--- src/rtl/spdifTxPkg.sv ---
package spdifTxPkg;
  localparam int AUDIO_W    = 24;
  localparam int SLOTS      = 32;
  localparam int CELLS      = 2 * 2 * SLOTS;
  localparam int CELL_W     = $clog2(CELLS);
  localparam int SLOT_W     = $clog2(SLOTS);
  localparam int FIRST_AUD  = 4;
  localparam int SLOT_VALID = FIRST_AUD + AUDIO_W;
  localparam int SLOT_USER  = SLOT_VALID + 1;
  localparam int SLOT_CS    = SLOT_VALID + 2;

  typedef struct packed {
    logic              step;
    logic              load;
    logic              rightSub;
    logic [SLOT_W-1:0] slot;
    logic              secondCell;
    logic              blockStart;
    logic              csBit;
    logic              mute;
  } txStrobe_t;
endpackage

--- src/rtl/spdifTxCtrl.sv ---
module spdifTxCtrl
  import spdifTxPkg::*;
#(
  parameter int FRAMES  = 192,
  parameter int CS_BITS = 48
) (
  input  logic               clk,
  input  logic               rstN,
  input  logic               cellEn,
  input  logic               muteIn,
  input  logic [CS_BITS-1:0] chanStat,
  output txStrobe_t          strb
);
  localparam int FRAME_W = $clog2(FRAMES);

  logic [CELL_W-1:0]  cellCnt;
  logic [FRAME_W-1:0] frameIdx;
  logic [CS_BITS-1:0] csSnap;
  logic               muteQ;
  logic               frameStart;
  logic               frameEnd;

  assign frameStart = cellEn && (cellCnt == '0);
  assign frameEnd   = cellEn && (cellCnt == CELL_W'(CELLS - 1));

  always_ff @(posedge clk) begin
    if (!rstN) begin
      cellCnt  <= '0;
      frameIdx <= '0;
      csSnap   <= '0;
      muteQ    <= 1'b0;
    end else if (cellEn) begin
      cellCnt <= cellCnt + 1'b1;
      if (frameStart) begin
        muteQ <= muteIn;
        if (frameIdx == '0) csSnap <= chanStat;
      end
      if (frameEnd) begin
        csSnap   <= csSnap >> 1;
        frameIdx <= (frameIdx == FRAME_W'(FRAMES - 1)) ? '0 : frameIdx + 1'b1;
      end
    end
  end

  assign strb.step       = cellEn;
  assign strb.load       = frameStart;
  assign strb.rightSub   = cellCnt[CELL_W-1];
  assign strb.slot       = cellCnt[CELL_W-2:1];
  assign strb.secondCell = cellCnt[0];
  assign strb.blockStart = (frameIdx == '0);
  assign strb.csBit      = csSnap[0];
  assign strb.mute       = muteQ;

  // position frozen without a cell strobe
  a_r12_position_hold: assert property (@(posedge clk) disable iff (!rstN)
    !cellEn |=> ($stable(cellCnt) && $stable(frameIdx)));
  // block counter stays inside the block length
  a_r4_frame_bound: assert property (@(posedge clk) disable iff (!rstN)
    frameIdx < FRAME_W'(FRAMES));
  // image fully drained once past the programmable range
  a_r7_cs_drained: assert property (@(posedge clk) disable iff (!rstN)
    (frameIdx >= FRAME_W'(CS_BITS)) |-> (csSnap == '0));
endmodule

--- src/rtl/spdifTxData.sv ---
module spdifTxData
  import spdifTxPkg::*;
(
  input  logic               clk,
  input  logic               rstN,
  input  txStrobe_t          strb,
  input  logic [AUDIO_W-1:0] leftIn,
  input  logic [AUDIO_W-1:0] rightIn,
  input  logic               validIn,
  input  logic               userIn,
  output logic               txOut,
  output logic               wordClk
);
  localparam logic [7:0] PAT_BLOCK = 8'b1110_1000;
  localparam logic [7:0] PAT_LEFT  = 8'b1110_0010;
  localparam logic [7:0] PAT_RIGHT = 8'b1110_0100;

  logic [AUDIO_W-1:0] leftQ, rightQ, audio;
  logic               validQ, userQ, polQ, pol, slotBit, parity, nextLvl;
  logic [7:0]         pattern;
  logic [2:0]         preCell;
  logic [SLOT_W-1:0]  audIdx;

  always_ff @(posedge clk) begin
    if (!rstN) begin
      leftQ   <= '0;
      rightQ  <= '0;
      validQ  <= 1'b0;
      userQ   <= 1'b0;
      polQ    <= 1'b0;
      txOut   <= 1'b0;
      wordClk <= 1'b0;
    end else if (strb.step) begin
      if (strb.load) begin
        leftQ  <= leftIn;
        rightQ <= rightIn;
        validQ <= validIn;
        userQ  <= userIn;
      end
      polQ    <= pol;
      txOut   <= nextLvl;
      wordClk <= !strb.rightSub;
    end
  end

  assign audio  = strb.mute ? '0 : (strb.rightSub ? rightQ : leftQ);
  assign audIdx = strb.slot - SLOT_W'(FIRST_AUD);
  assign parity = ^{audio, validQ, userQ, strb.csBit};

  always_comb begin
    if (strb.slot < SLOT_W'(SLOT_VALID))     slotBit = audio[audIdx];
    else if (strb.slot == SLOT_W'(SLOT_VALID)) slotBit = validQ;
    else if (strb.slot == SLOT_W'(SLOT_USER))  slotBit = userQ;
    else if (strb.slot == SLOT_W'(SLOT_CS))    slotBit = strb.csBit;
    else                                       slotBit = parity;
  end

  assign preCell = {strb.slot[1:0], strb.secondCell};
  assign pattern = strb.rightSub ? PAT_RIGHT : (strb.blockStart ? PAT_BLOCK : PAT_LEFT);
  assign pol     = (preCell == 3'd0) ? txOut : polQ;

  always_comb begin
    if (strb.slot < SLOT_W'(FIRST_AUD)) nextLvl = pattern[3'd7 - preCell] ^ pol;
    else if (!strb.secondCell)          nextLvl = !txOut;
    else                                nextLvl = txOut ^ slotBit;
  end

  // line holds between cell strobes
  a_r12_line_hold: assert property (@(posedge clk) disable iff (!rstN)
    !strb.step |=> ($stable(txOut) && $stable(wordClk)));
  // every data slot opens with a transition
  a_r3_slot_edge: assert property (@(posedge clk) disable iff (!rstN)
    (strb.step && strb.slot >= SLOT_W'(FIRST_AUD) && !strb.secondCell) |=> (txOut != $past(txOut)));
  // muted audio slots carry zero
  a_r10_mute_audio: assert property (@(posedge clk) disable iff (!rstN)
    (strb.mute && strb.slot >= SLOT_W'(FIRST_AUD) && strb.slot < SLOT_W'(SLOT_VALID)) |-> !slotBit);
  // word clock high once a frame begins
  a_r2_word_rise: assert property (@(posedge clk) disable iff (!rstN)
    strb.load |=> wordClk);
endmodule

--- src/rtl/spdifTx.sv ---
module spdifTx
  import spdifTxPkg::*;
#(
  parameter int FRAMES  = 192,
  parameter int CS_BITS = 48
) (
  input  logic               clk,
  input  logic               rstN,
  input  logic               cellEn,
  input  logic [23:0]        leftIn,
  input  logic [23:0]        rightIn,
  input  logic               validIn,
  input  logic               userIn,
  input  logic               muteIn,
  input  logic [CS_BITS-1:0] chanStat,
  output logic               txOut,
  output logic               wordClk
);
  txStrobe_t strb;

  spdifTxCtrl #(.FRAMES(FRAMES), .CS_BITS(CS_BITS)) uCtrl (
    .clk(clk), .rstN(rstN), .cellEn(cellEn), .muteIn(muteIn),
    .chanStat(chanStat), .strb(strb)
  );

  spdifTxData uData (
    .clk(clk), .rstN(rstN), .strb(strb), .leftIn(leftIn), .rightIn(rightIn),
    .validIn(validIn), .userIn(userIn), .txOut(txOut), .wordClk(wordClk)
  );
endmodule

--- config.mk ---
export PLATFORM = sky130hd
export DESIGN_NAME = spdifTx
export DESIGN_NICKNAME = d
export VERILOG_FILES = /design/src/rtl/spdifTxPkg.sv /design/src/rtl/spdifTxCtrl.sv /design/src/rtl/spdifTxData.sv /design/src/rtl/spdifTx.sv
export SDC_FILE = /design/constraint.sdc
export NUM_CORES = 1
export LEC_CHECK = 0
export ABC_AREA = 1
export BUFFER_PORTS_ARGS = -buffer_cell sky130_fd_sc_hd__buf_2
export CAP_MARGIN = 20
export CORE_UTILIZATION = 51
export CTS_CLUSTER_DIAMETER = 150
export DETAILED_ROUTE_END_ITERATION = 8
export GPL_TIMING_DRIVEN = 1
export PLACE_DENSITY_LB_ADDON = 0.25
export SLEW_MARGIN = 20
export SYNTH_ARGS = -nofsm -noshare
export SYNTH_HDL_FRONTEND = slang
export SYNTH_SLANG_ARGS = --single-unit
export TNS_END_PERCENT = 5
--- constraint.sdc ---
create_clock -name clk -period 4.9 [get_ports clk]
set_input_delay 0.735 -clock clk [delete_from_list [all_inputs] [get_ports clk]]
set_output_delay 0.735 -clock clk [all_outputs]
set_load 0.005 [all_outputs]
[Word level (Yosys, flattened, before mapping)]
Cells that the tools add are included.
Cells by class
  add/sub/neg operators: 4
  multipliers: 0
  div/mod/pow operators: 0
  magnitude comparators: 4
  eq/ne operators: 5
  shift operators: 0
  multiplexer cells: 19
  bitwise operators: 2
  reduce and logical (&&, ||, !) cells: 13
Operators by type and width (number)
  2-to-1 mux 48 bit: 3
  2-to-1 mux 24 bit: 2
  parity 27 bit: 1
  2-to-1 mux 8 bit: 2
  equality test 5 bit, second input constant: 3
  2-to-1 mux 1 bit: 9
  adder 8 x 1 -> 8 bit, second input constant: 1
  equality test 8 bit, second input constant: 1
  zero test 8 bit: 1
  adder 7 x 1 -> 7 bit, second input constant: 1
  equality test 7 bit, second input constant: 1
  zero test 7 bit: 1
  less-than comparator 5 x 6 -> 1 bit, second input constant: 1
  binary-select mux 1 bit (select 5 bit): 1
  less-than comparator 5 x 3 -> 1 bit, second input constant: 1
  less-than comparator 5 bit, second input constant: 1
  subtractor 5 x 3 -> 5 bit, second input constant: 1
  less-than comparator 3 x 4 -> 1 bit, second input constant: 1
  2-to-1 mux 4 bit: 1
  AND reduction 2 bit: 2
  nonzero test 2 bit: 2
  binary-select mux 1 bit (select 3 bit): 1
  zero test 3 bit: 1
  AND reduction 3 bit: 1
  other kinds (4): 7
Word-level totals
  bits in registers: 117
  latch bits: 0
  memory bits (writable): 0
  memory bits (read-only): 0
  bits of input ports: 102
  output and inout bits: 2
  memories: 0

[Logic depth before layout (Yosys ltp)]
  depth after elaboration: 10
  gate-level depth with buffers: 24

[Hierarchy]
From an unflattened synthesis, not the netlist that was laid out.
Second synthesis, totals
  cells, all modules: 1120
  area total of the unflattened synthesis: 6959.2 µm²
Modules (own cells, without submodules)
  spdifTxCtrl: instances 1, cells each 543, area each 3549.7 µm², sequential area each 1281.2 µm²
  spdifTxData: instances 1, cells each 577, area each 3409.5 µm², sequential area each 1061.0 µm²

[Least setup slack after synthesis]
No wires, ideal clock.
  path kind: input-to-reg
  start point: input port cellEn
  end point: register uCtrl.frameIdx[6]
  arrival time: 2.067 ns
  required time: 4.769 ns
  path slack: 2.702 ns
  stages on the path: 10
  buffers on the path: 1
  path through: clkbuf_2 -> nand3_1 -> nor2_1 -> nand3_1 -> nor2_1 -> inv_1 -> nor3_1 -> nand2_1 -> nor3_1 -> nor3_1
On the way
  longest elaborated chain between the ends: 2
RTL lines
  start: declaration: line spdifTx.sv:9  | input logic cellEn,
  logical AND 1 bit: line spdifTxCtrl.sv:24  | assign frameEnd = cellEn && (cellCnt == CELL_W'(CELLS - 1));
  AND reduction 2 bit (no source line) *
  end signal: assignment: line spdifTxCtrl.sv:40  | frameIdx <= (frameIdx == FRAME_W'(FRAMES - 1)) ? '0 : frameIdx + 1'b1;
  end: declaration: line spdifTxCtrl.sv:17  | logic [FRAME_W-1:0] frameIdx;
Every way passes the cells marked *; elsewhere a longest branch is shown, timed or not.
A chain may end at the register's enable or synchronous reset.

[Worst setup path in the final report]
  start point: register uCtrl.cellCnt[6]
  end point: register uData.txOut
On the way
  longest elaborated chain between the ends: 10
  elaborated cells on any way between the ends: 16
RTL lines
  start: declaration: line spdifTxCtrl.sv:16  | logic [CELL_W-1:0] cellCnt;
  start signal: assignment: line spdifTxCtrl.sv:33  | cellCnt <= cellCnt + 1'b1;
  2-to-1 mux 24 bit (2 in a row): line spdifTxData.sv:46  | assign audio = strb.mute ? '0 : (strb.rightSub ? rightQ : leftQ);
  parity 27 bit: line spdifTxData.sv:48  | assign parity = ^{audio, validQ, userQ, strb.csBit};
  2-to-1 mux 1 bit: line spdifTxData.sv:54  | else if (strb.slot == SLOT_W'(SLOT_CS)) slotBit = strb.csBit;
  2-to-1 mux 1 bit: line spdifTxData.sv:53  | else if (strb.slot == SLOT_W'(SLOT_USER)) slotBit = userQ;
  2-to-1 mux 1 bit: line spdifTxData.sv:52  | else if (strb.slot == SLOT_W'(SLOT_VALID)) slotBit = validQ;
  2-to-1 mux 1 bit: line spdifTxData.sv:51  | if (strb.slot < SLOT_W'(SLOT_VALID)) slotBit = audio[audIdx];
  bitwise XOR 1 bit: line spdifTxData.sv:65  | else nextLvl = txOut ^ slotBit;
  2-to-1 mux 1 bit: line spdifTxData.sv:64  | else if (!strb.secondCell) nextLvl = !txOut;
  2-to-1 mux 1 bit *: line spdifTxData.sv:63  | if (strb.slot < SLOT_W'(FIRST_AUD)) nextLvl = pattern[3'd7 - preCell] ^ pol;
  end signal: assignment: line spdifTxData.sv:41  | txOut <= nextLvl;
  end: declaration: line spdifTxData.sv:11  | output logic txOut,
Every way passes the cells marked *; elsewhere a longest branch is shown, timed or not. The select of a mux whose other input is x is not followed.

==> results.toml <==
[status]
status = "finished, final reports clean"

[sta]
drv_slew = 0
max_freq_mhz = 350
setup_viol = 0
slew_headroom_pct = 51.3
skew_ns = 0.00951
period_needed_ns = 2.86
rsz0062_at_grt = "false"
fin_hold_ws_ns = 0.444
hold_viol = 0
setup_slack_ns = 2.04
tns_ns = 0
finalCritPeriodShare_pct = 58.4
worst_pin_slew_ns = 0.729

[critical_path]
r2r_cells = 22
crit_end = "uData.txOut"
r2r_slack_ns = 2.04
cp-start-kind = "flop"
reg2reg_from = "uCtrl.cellCnt[6]"
crit_fanout = 24
critPathRequiredTime_ns = 5.20
cp-end-kind = "flop"
arrival_ns = 3.16
crit_start = "uCtrl.cellCnt[6]"
timing.rr.end = "uData.txOut"
crit_type = "flop to flop"

[grt]
grt_max_degree = 83
gr-total-overflow = 0
grtUsageTotal_pct = 26.2
antenna_found_initial = 0
grt_pass1_vias = 5249
grt_pass1_wl_um = 24400

[cts]
cts_tree = "done"
postCtsSetupBuffers = 0
cts_sinks = 117
holdBufCountCts = 0
clkTransAtPathRegs_ns = 0.06
cts-root-buf = "clkbuf_16"
cts_max_level = 4
clk_path_buf_depth = 2
cts_resized = 0
clock_latency_ns = 0.42
cts-buffers-inserted = 17

[cells_and_area]
syn_to_final_growth_pct = 19.6
fill_cells = 1028
antenna_cells = 0
nNetsFinal = 1069
drive_gt1_share_pct = 16.0

[floorplanning]
initial_core_util_pct = 53.4
rows = 38
io-pin-count = 104
die-area_mm2 = 0.0120
core-area_mm2 = 0.0110
die_h_um = 109
die_width_um = 109

[synth]
synth-seq-area-share_pct = 39.8
synthTopCellsByCount = "nand2_1 (253), dfxtp_1 (117), nor2_1 (93)"
ys.flop_type = "dfxtp_1"
synth_most_common_cell = "nand2_1"
yosysWarnings = 0
yosys.area.top_type = "dfxtp_1"
synth.area.top_cells = "dfxtp_1 (40%), nand2_1 (16%), a21oi_1 (6.0%), nor2_1 (5.9%), o21ai_0 (5.7%)"
synthAdderAreaFrac_pct = 1.27
synthesis.instances = 885
synth_area_mm2 = 0.00589
synth_top_area_share_pct = 39.8
synth_edf_count = 0
async_reset_ff_share_pct = 0
ys_types = 38
syn-num-nets = 993
synth-simple-area-share_pct = 30.2
synth_seq_cells = 117
muxShareOfSynthArea_pct = 0
synth_top_family_by_area = "simple AND/OR/NAND/NOR gates"
synth_compound_area_share_pct = 19.2
synth_xor_area_share_pct = 0.446
synth_area_per_cell_um2 = 6.66

[detailed_routing]
first_pass_iters = 7
topRoutingLayerUsed = "met4"
wl_um = 14800
vias_per_cell = 5.36
drt_iter0_drc = 447
remaining_drc_errors = 0
vias = 5972
ant_nets = 0
wl_met1_um = 7070
met2_length_um = 6820
route.met3.wl_um = 669
wl_per_cell_um = 13.3

[placed_design]
numPortBuffers = 103
gp_congestion = 0.844
place_hpwl_um = 9900
pre_cts_slack_ns = 2.06

[power_and_ir_drop]
leakagePower_nw = 3.15
total_power_mw = 2.85
vdd_drop_max_uv = 238
powerDensity_mw_per_mm2 = 405

[flow_run]
drv_cap = 0

[hold_path]
min_path_type = "flop to flop"
-- metrics by stage --
stage | util (%) | cells | area [um2]
finish | 63.9 | 1114 | 7040
global route | 63.9 | 1114 | 7040
CTS | 63.9 | 1114 | 7040
detailed placement | 58.0 | 1082 | 6400
global placement | 58.0 | 1082 | 6400
floorplan | - | 885 | 5890
-- per-layer routing --
metal,vias to the layer above,track usage (%)
li1,3078,-
met4,0,9.24
met3,18,5.22
met2,159,41.0
met5,-,0
met1,2717,35.9
-- logic make-up after synthesis --
| family | after synthesis |
|---|---|
| buf+inv | 129 |
| compound gates | 196 |
| fa+ha+maj | 6 |
| xor+xnor | 3 |
| simple gates | 434 |
| flops | 117 |
-- cells in the final DEF (no fill, tap or decap), drive strengths merged, types with 2 or more instances in the layout --
cell type / Yosys / layout
a21oi: 72 / 72
a22oi: 22 / 22
a31oi: 12 / 12
buf: 21 / 109
bufinv: 0 / 4
clkbuf: 31 / 19
clkinv: 1 / 2
clkinvlp: 0 / 3
dfxtp: 117 / 117
ha: 6 / 6
inv: 76 / 81
nand2: 255 / 255
nand3: 44 / 44
nand3b: 2 / 2
nand4: 11 / 11
nor2: 94 / 94
nor3: 23 / 23
nor3b: 3 / 3
o21ai: 70 / 70
o221ai: 16 / 16
xor2: 2 / 2
-- critical path, stage by stage, from the launching register on --
cell     delay, ns
dfxtp_1       0.78
buf_4         0.40
nand2_1       0.08
nand2_1       0.13
nand2_1       0.09
nand2_1       0.12
nand2_1       0.07
nand2_1       0.09
inv_1         0.05
nor2_2        0.09
nand2_1       0.05
nand2_1       0.09
nand2_1       0.08
nand2_1       0.07
nand2_1       0.05
nand3_1       0.07
nand2_1       0.05
nand2_1       0.05
nand2_1       0.08
nand2_1       0.07
nand2_1       0.04
nand3_1       0.07
a21oi_2       0.05
-- worst min-delay path by stage --
stage                         start               to  slack (ns)  cells after the start
floorplan           uData.leftQ[10]  uData.leftQ[10]        0.42                      2
global placement    uData.leftQ[14]  uData.leftQ[14]        0.44                      2
detailed placement   uData.leftQ[2]   uData.leftQ[2]        0.44                      2
CTS                  uData.leftQ[2]   uData.leftQ[2]        0.45                      2
global route         uData.leftQ[2]   uData.leftQ[2]        0.47                      2
finish               uData.leftQ[2]   uData.leftQ[2]        0.44                      2
-- layout make-up --
class	count	area, um2	share of cell area (%)
clock buffer	19	453	6.43
clock inverter	13	191	2.72
inverter	77	294	4.17
multi-input combinational	639	3030	43.0
sequential	117	2340	33.3
tap	140	175	2.49
timing repair buffer	109	561	7.96
-- power breakdown --
part / switching (mW) / internal, mW / leakage [nW] / total [mW]
Combinational: 0.270 / 0.157 / 1.88 / 0.427
Sequential: 0.0402 / 1.03 / 0.962 / 1.07
Clock: 0.471 / 0.885 / 0.307 / 1.36
Total: 0.781 / 2.07 / 3.15 / 2.85
-- flip-flops by register name, indices dropped and copies added, names as in the netlist, 7 cells and up --
| register | count |
|---|---|
| uCtrl.cellCnt | 7 |
| uCtrl.csSnap | 48 |
| uData.rightQ | 24 |
| uData.leftQ | 24 |
| uCtrl.frameIdx | 8 |
No activity file was read; power rests on OpenSTA's default activity.
